<file path="src/rtl/irq_ctrl.sv">
module irq_ctrl #(
  parameter int AW = 8
) (
  input  logic          clk,
  input  logic          rst_n,
  input  logic [31:0]   src_i,
  input  logic [AW-1:0] bus_addr,
  input  logic          bus_wr,
  input  logic [31:0]   bus_wdata,
  input  logic          bus_rd,
  output logic [31:0]   bus_rdata,
  output logic          irq_norm_o,
  output logic          irq_crit_o
);
  localparam logic [AW-1:0] OFS_STAT = AW'(8'h00);
  localparam logic [AW-1:0] OFS_EN   = AW'(8'h04);
  localparam logic [AW-1:0] OFS_RTE  = AW'(8'h08);
  localparam logic [AW-1:0] OFS_POL  = AW'(8'h0C);
  localparam logic [AW-1:0] OFS_TRG  = AW'(8'h10);
  localparam logic [AW-1:0] OFS_MSK  = AW'(8'h14);
  localparam logic [AW-1:0] OFS_PRI  = AW'(8'h18);

  logic [31:0] src_rev, sync1, sync2, act, act_q, set_v;
  logic [31:0] status, enable, route, pol, trig, masked;
  logic [4:0]  prio_idx;
  logic        prio_none;

  always_comb
    for (int i = 0; i < 32; i++) src_rev[31-i] = src_i[i];

  assign act    = ~(sync2 ^ pol);
  assign set_v  = act & ~(trig & act_q);
  assign masked = status & enable;

  always_ff @(posedge clk or negedge rst_n) begin
    if (!rst_n) begin
      sync1      <= '0;
      sync2      <= '0;
      act_q      <= '0;
      status     <= '0;
      enable     <= '0;
      route      <= '1;
      pol        <= '1;
      trig       <= '0;
      irq_norm_o <= 1'b0;
      irq_crit_o <= 1'b0;
    end else begin
      sync1      <= src_rev;
      sync2      <= sync1;
      act_q      <= act;
      status     <= (status & ~((bus_wr && bus_addr == OFS_STAT) ? bus_wdata : 32'h0)) | set_v;
      irq_norm_o <= |(masked & route);
      irq_crit_o <= |(masked & ~route);
      if (bus_wr) begin
        if (bus_addr == OFS_EN)  enable <= bus_wdata;
        if (bus_addr == OFS_RTE) route  <= bus_wdata;
        if (bus_addr == OFS_POL) pol    <= bus_wdata;
        if (bus_addr == OFS_TRG) trig   <= bus_wdata;
      end
    end
  end

  always_comb begin
    prio_idx  = '0;
    prio_none = 1'b1;
    for (int b = 0; b < 32; b++)
      if (masked[b]) begin
        prio_idx  = 5'(31 - b);
        prio_none = 1'b0;
      end
  end

  always_comb begin
    bus_rdata = '0;
    if (bus_rd)
      case (bus_addr)
        OFS_STAT: bus_rdata = status;
        OFS_EN:   bus_rdata = enable;
        OFS_RTE:  bus_rdata = route;
        OFS_POL:  bus_rdata = pol;
        OFS_TRG:  bus_rdata = trig;
        OFS_MSK:  bus_rdata = masked;
        OFS_PRI:  bus_rdata = {prio_none, 26'b0, prio_idx};
        default:  bus_rdata = '0;
      endcase
  end
endmodule

</file>
<file path="config.mk">
export PLATFORM = sky130hd
export DESIGN_NAME = irq_ctrl
export DESIGN_NICKNAME = d
export VERILOG_FILES = /design/src/rtl/irq_ctrl.sv
export SDC_FILE = /design/constraint.sdc
export NUM_CORES = 1
export LEC_CHECK = 0
export CELL_PAD_IN_SITES_DETAIL_PLACEMENT = 1
export CELL_PAD_IN_SITES_GLOBAL_PLACEMENT = 2
export CORE_ASPECT_RATIO = 2
export CORE_UTILIZATION = 39
export CTS_CLUSTER_DIAMETER = 120
export DETAILED_ROUTE_END_ITERATION = 8
export PLACE_DENSITY_LB_ADDON = 0.1
export SLEW_MARGIN = 0
export SYNTH_ARGS = -nofsm -noshare
export SYNTH_HDL_FRONTEND = slang
export SYNTH_SLANG_ARGS = --single-unit
</file>
<file path="constraint.sdc">
create_clock -name clk -period 4.6 [get_ports clk]
set_clock_uncertainty 0.2 [all_clocks]
set_input_delay 0.46 -clock clk [delete_from_list [all_inputs] [get_ports clk]]
set_output_delay 0.46 -clock clk [all_outputs]
set_load 0.01 [all_outputs]
</file>
# Word-level counts from Yosys, hierarchy flattened
# Cells that the tools add are included.
# Widths: inputs -> output; s select.
totals:
  regBits: 258
  input_bits: 76
  output_inout_bits: 34
  wordCells: 103
classes:
  eq_ne: 6
  n_mux: 67
  bitwise: 12
  n_reduce_logical: 8
op_table:
  columns: ["cell", "n"]
  rows:
  - ["$pmux 32 s7", 1]
  - ["$and 32x32->32", 6]
  - ["$mux 5", 32]
  - ["$not 32->32", 4]
  - ["$mux 32", 2]
  - ["$reduce_or 32->1", 2]
  - ["$mux 1", 32]
  - ["$or 32x32->32", 1]
  - ["$xor 32x32->32", 1]
  - ["$eq 8x5->1 const B", 3]
  - ["$eq 8x4->1 const B", 2]
  - ["$eq 8x3->1 const B", 1]
  - ["$logic_not 8->1", 1]
  - ["$reduce_and 2->1", 4]
  - ["$logic_and 1x1->1", 1]

# Depth between registers and ports, before layout
# Gate-level depths: netlist (run 1).
depth:
  ltp_word: 35
  mapped_depth: 9
  depth_no_buf: 6

# Least setup slack after synthesis (run 1)
# OpenSTA, ideal clock, no wires.
synth_timing:
  kind: "input-to-output"
  startpoint: "input bus_addr[4]"
  endpoint: "output bus_rdata[24]"
  t_arrival_ps: 1830
  t_required_ps: 3940
  slack_ps: 2110
  path_stages: 8
  n_path_buf: 3
  cell_sequence: "buf_4 clkbuf_1 nand2_1 nor2_2 buf_2 a21o_1 nand2_1 a21oi_1"
synth_between:
  elab_chain_len: 3
  word_cells_on_any_way: 9
  cone_classes: "6 x eq/ne; 2 x mux; 1 x reduce/logical"
synth_rtl:
  columns: ["element", "line", "source"]
  rows:
  - ["from (decl)", "7", "input logic [AW-1:0] bus_addr,"]
  - ["$eq 8x5->1, or another cell as far along", "76", "case (bus_addr)"]
  - ["$pmux 32 s7 *", "76", null]
  - ["$mux 32 *", "75", "if (bus_rd)"]
  - ["to (decl)", "11", "output logic [31:0] bus_rdata,"]
# Mark *: on every way between the ends. The rest lies on a longest branch, timed or not.

# Worst setup path in the final report (run 1)
layout_timing:
  startpoint: "input bus_addr[7]"
  endpoint: "output bus_rdata[30]"
# The elaborated chain is that of the path after synthesis.

==> results.txt, run 1 <==
Status - complete, no violations
Worst-skew pair later-pin latency - 0.54 ns
HPWL Detailed - 25700 µm
Syn Area/Cell - 12.4 µm²
Fin util - 0.479
Main synth FF type - dfrtp_1
Switching power total - 1170 µW
WS Path Type - in2out
Overflow left after global routing - 0
Post-route antenna net violation count - 0
Fmax - 249 MHz
Worst Hold Class - reg2reg
GR Util All Layers - 0.253
Pre-antenna DRT Iters - 8
Nets@finish - 1126
Post-synthesis sequential area ratio - 0.570
Synth area leaders - dfrtp_1, dfstp_2, mux2_2, nand2_1, a22o_1
Yosys cell types - 54
Leading area contributor after synthesis - dfrtp_1
Cts bufs inserted - 25
Routed len/inst - 25.4 µm
Worst path required time - 3.94 ns
Die Area - 0.0301 mm²
Max VDD drop - 0.000288 V
# Post-CTS Setup Buffers - 0
Fraction of layout cells with a size suffix above 1 - 0.252
Iter 0 DRT Violations - 545
CP max FO - 17
Die span in y - 244 µm
Sequential Power Share - 0.506
Synth Instances - 925
Tmin final - 4.02 ns
MaxCap Viol Count - 0
Number of I/O port buffers - 109
Vias in the first global route - 9214
Initial antenna violation count - 0
Ports - 110
Leak - 0.00585 µW
Slew HR - 0.372
Ys async rst share - 1.00
Final worst setup slack - 0.576 ns
Post-route DRC - 0
Clk pwr share - 0.411
FF+latch count, synth - 258
Clock Sinks - 258
Number of flops mapped to enable cells by yosys - 0
Clock Path Buffers - 3
Most frequent cells in the layout - dfrtp_1, nand2_1, clkdlybuf4s50_1, mux2_2, dfstp_2
Finished Cell Area - 0.0138 mm²
Largest net degree at the start of global routing - 122
Commonest non-fill, non-tap cell in the layout - dfrtp_1
Final GP Congestion - 0.925
Core area - 0.0288 mm²
Total Routed Length - 36200 µm
DR vias - 8326
H-tree levels - 1
Die width - 123 µm
Synth-to-layout area growth - 20.5%
Critical Path End Type - output port
Final setup viols - 0
CP arrival - 3.36 ns
Power share of the combinational group - 0.083
Fillers - 3059
RSZ-0062 raised after global routing - no
Initial Util - 0.397
Yosys warnings - 0
Final period util - 0.875
P_int - 3770 µW
Pwr dens - 358 mW/mm²
Antenna Cells - 0
Final setup TNS - 0 ns
Syn_nets - 1001
Avg Vias per Cell - 5.83
Sw Ratio - 0.237
Synth Cell Area - 0.0115 mm²
Actual slew at the worst max-slew pin - 0.939 ns
CTS root buf - clkbuf_16
First-pass GRT wire length - 56200 µm
Placed inst area - 0.0130 mm²
Startpoint types - input port
Pre-CTS setup slack - 0.556 ns
Fin. max-slew vios - 0
CTS clk-pin slew, worst paths - 0.06 ns
CTS tree - yes
Final hold violations - 0
Power Total - 4940 µW
Floorplan row count - 88
Top cell type's share of synthesized area - 0.423
==> metal layers <==
layer	vias to the layer above	wire, µm	global-route usage
met2	216	19400	0.456
met4	0	1370	0.0989
met3	76	1620	0.0357
met1	4342	13800	0.294
met5	-	0	0
li1	3692	-	-
==> state kept, by name, summed over array words and instances (netlist names), 32 cells and up <==
name / flops
act_q: 32
enable: 32
pol: 32
route: 32
status: 32
sync1: 32
sync2: 32
trig: 32
==> final cells by class <==
cell class / count / area [µm²] / share of cell area
timing repair buffer: 140 / 1370 / 0.0991
clock inverter: 2 / 35.0 / 0.00254
tap: 360 / 450 / 0.0326
clock buffer: 42 / 759 / 0.0550
multi-input combinational: 622 / 4650 / 0.337
inverter: 3 / 11.3 / 0.000815
sequential: 258 / 6540 / 0.473
==> final timing paths <==
path,startpoint,end,slack (ns),cells past startpoint
max reg2reg,enable[18]$_DFFE_PN0P_,irq_norm_o$_DFF_PN0_,2.07,5
max,bus_addr[7],bus_rdata[30],0.58,10
min in group asynchronous,rst_n,sync2[29]$_DFF_PN0_,0.42,2
min,sync1[27]$_DFF_PN0_,sync2[27]$_DFF_PN0_,0.15,0
min reg2reg,sync1[27]$_DFF_PN0_,sync2[27]$_DFF_PN0_,0.15,0
max in group asynchronous,rst_n,pol[6]$_DFFE_PN1P_,2.73,3
==> Yosys cell counts, drive strengths merged, types with 2 or more instances <==
cell     instances
buf             30
a2bb2oi          2
o22ai           15
a222oi          23
a21boi           2
mux2i            2
a22o            57
nor2            12
nand2b           3
o21ai           18
a32o             4
a21o            18
nor4             4
or4              2
dfrtp          194
mux2           128
o2111ai          2
xnor2           32
and3             6
a32oi            4
nand3           34
dfstp           64
a31oi           13
o211ai           2
nand2          146
inv              2
nor2b            2
clkbuf          12
nand4           12
and2             9
a21oi           31
nor3             7
a22oi           19
==> logic make-up after synthesis <==
group / share of synthesized area
xor+xnor: 0.0244
simple gates: 0.100
flops: 0.570
compound gates: 0.141
buf+inv: 0.0246
mux: 0.139
==> power groups by stage <==
| stage | registers [µW] | clock network [µW] | logic, µW |
|---|---|---|---|
| floorplan | 2500 | 0 | 204 |
| global placement | 2540 | 0 | 408 |
| detailed placement | 2540 | 0 | 415 |
| CTS | 2500 | 2090 | 418 |
| global route | 2510 | 2170 | 454 |
| finish | 2500 | 2030 | 412 |
==> worst max-delay path: stages <==
cell and delay, ns:
clkdlybuf4s50_1 0.41, nor3_2 0.16, buf_4 0.29, nand2_2 0.14
nor2_2 0.62, buf_4 0.31, a21o_1 0.13, nand2_1 0.05
a21oi_1 0.21, clkdlybuf4s50_1 0.57
==> per-stage QoR <==
stage	cells	hold WS [ns]
2_1_floorplan	925	-0.0356
3_3_place_gp	1382	0.133
3_5_place_dp	1382	0.136
4_1_cts	1427	0.132
5_1_grt	1427	0.148
6_report	1427	0.148
==> timing repair <==
action	CTS	global route
hold buffers	1	0
endpoints found under the hold margin	87	0
gates resized for setup	0	0
Note: power is estimated with default switching activity, not from simulation.
==> run 2, diff against run 1 <==
CTS_BUF_LIST = sky130_fd_sc_hd__clkbuf_8   (was not set)
==> results.txt, run 2 (synthesis results as in run 1) <==
Status - complete, no violations
Leak - 0.00594 µW (+1.5%)
Fmax - 248 MHz (-0.29%)
# Post-CTS Setup Buffers - 0 (unchanged)
Critical Path End Type - output port
Worst Hold Class - in2reg
RSZ-0062 raised after global routing - no
Die Area - 0.0301 mm² (unchanged)
Largest net degree at the start of global routing - 122 (unchanged)
Final worst setup slack - 0.564 ns (-0.0115 ns)
CP arrival - 3.38 ns (+0.02 ns)
Fraction of layout cells with a size suffix above 1 - 0.265 (+0.0127)
Ports - 110 (unchanged)
Synth-to-layout area growth - 20.6%
Final hold violations - 0 (unchanged)
Final period util - 0.877 (+0.00251)
CTS clk-pin slew, worst paths - 0.07 ns (about the same)
Post-route antenna net violation count - 0 (unchanged)
Die width - 123 µm (unchanged)
Worst path cell trace - clkdlybuf4s50_1, nor3_2, buf_4, nand2_2, nor2_2, buf_4, a21o_1, nand2_1, a21oi_1, clkdlybuf4s50_1
Worst path required time - 3.94 ns (about the same)
Largest delay contributor family on the critical path - buffers and inverters
Overflow left after global routing - 0 (unchanged)
Floorplan row count - 88 (unchanged)
Hold_sp - src_i[19]
H-tree levels - 2 (+1)
Pre-antenna DRT Iters - 6 (-2)
Vias in the first global route - 9367 (+1.7%)
Initial Util - 0.397 (unchanged)
Stages on the worst setup path - 10 (unchanged)
Worst-skew pair later-pin latency - 0.57 ns (+0.03 ns)
Clock Path Buffers - 3 (unchanged)
CTS root buf - clkbuf_8
GR Util All Layers - 0.256 (+0.00332)
Max VDD drop - 0.000191 V (-33%)
Worst Setup SP - bus_addr[7]
Die span in y - 244 µm (unchanged)
DR vias - 8420 (+1.1%)
WS Path Type - in2out
Reg2reg end - irq_norm_o$_DFF_PN0_
CTS tree - yes
Core area - 0.0288 mm² (unchanged)
R2r startpoint - enable[18]$_DFFE_PN0P_
Nets@finish - 1140 (+1.2%)
Fin. max-slew vios - 0 (unchanged)
Pwr dens - 352 mW/mm² (-1.6%)
Final setup viols - 0 (unchanged)
First-pass GRT wire length - 56800 µm (+0.92%)
Commonest non-fill, non-tap cell in the layout - dfrtp_1
Startpoint types - input port
MaxCap Viol Count - 0 (unchanged)
Number of I/O port buffers - 109 (unchanged)
Iter 0 DRT Violations - 548 (+0.55%)
Final setup TNS - 0 ns (unchanged)
Tmin final - 4.04 ns (+0.0115 ns)
WP buf/inv - 4 (unchanged)
R2R cell count - 5 (unchanged)
Total Routed Length - 36500 µm (+0.66%)
HPWL Detailed - 25700 µm (unchanged)
Worst path max stage delay - 0.63 ns (about the same)
Power Total - 4870 µW (-1.5%)
Slowest CP cell - nor2_2
Flop2flop setup slack - 2.07 ns (about the same)
Routed len/inst - 25.0 µm (-1.3%)
CP max FO - 17 (unchanged)
Clock Sinks - 258 (unchanged)
Worst setup endpoint - bus_rdata[30]
Initial antenna violation count - 1 (+1)
Cts bufs inserted - 39 (+56%)
Post-route DRC - 0 (unchanged)
Pre-CTS setup slack - 0.556 ns (unchanged)
Slew HR - 0.355 (-0.0163)
Actual slew at the worst max-slew pin - 0.964 ns (+0.0244 ns)
Most frequent cells in the layout - dfrtp_1, nand2_1, clkdlybuf4s50_1, mux2_2, dfstp_2
Avg Vias per Cell - 5.78 (-0.89%)
Final GP Congestion - 0.925 (unchanged)
==> run 2: through the flow <==
stage | util | hold slack, ns | cell area, µm² | std cells
floorplan | - | -0.0356 | 11500 | 925
detailed placement | 0.451 | 0.136 | 13000 | 1382
global route | 0.479 | 0.112 | 13800 | 1456
finish | 0.479 | 0.123 | 13800 | 1456
global placement | 0.451 | 0.133 | 13000 | 1382
CTS | 0.479 | 0.0983 | 13800 | 1455
==> run 2: area by class of cell <==
type	count	area [µm²]
antenna	1	2.50
clock buffer	47	647
clock inverter	25	160
fill	3065	15000
inverter	3	11.3
multi-input combinational	622	4650
sequential	258	6540
tap	360	450
timing repair buffer	140	1370
==> run 2: worst min path at each step <==
stage,end,slack (ns),cells past startpoint
4_1_cts,sync1[29]$_DFF_PN0_,0.1,1
5_1_grt,sync1[22]$_DFF_PN0_,0.11,1
2_1_floorplan,act_q[0]$_DFF_PN0_,-0.04,0
6_report,sync1[12]$_DFF_PN0_,0.12,1
3_3_place_gp,sync2[0]$_DFF_PN0_,0.13,0
3_5_place_dp,sync2[16]$_DFF_PN0_,0.14,0
==> run 2: repair_timing <==
action,4_1_cts,5_1_grt
gates resized for setup,0,0
hold endpoints to repair,87,0
endpoints found under the setup margin,0,0
hold buffers,1,0
==> run 2: per-layer routing <==
metal	vias up	global-route usage	routed length, µm
met5	-	0	0
met4	0	0.109	1370
met2	245	0.457	19700
met3	77	0.0354	1440
met1	4374	0.299	14000
li1	3724	-	-
==> run 2: power breakdown <==
group          switching [µW]  internal (µW)  leakage [µW]
clock network             911           1040      0.000477
registers                95.1           2410       0.00297
logic                     214            197       0.00250
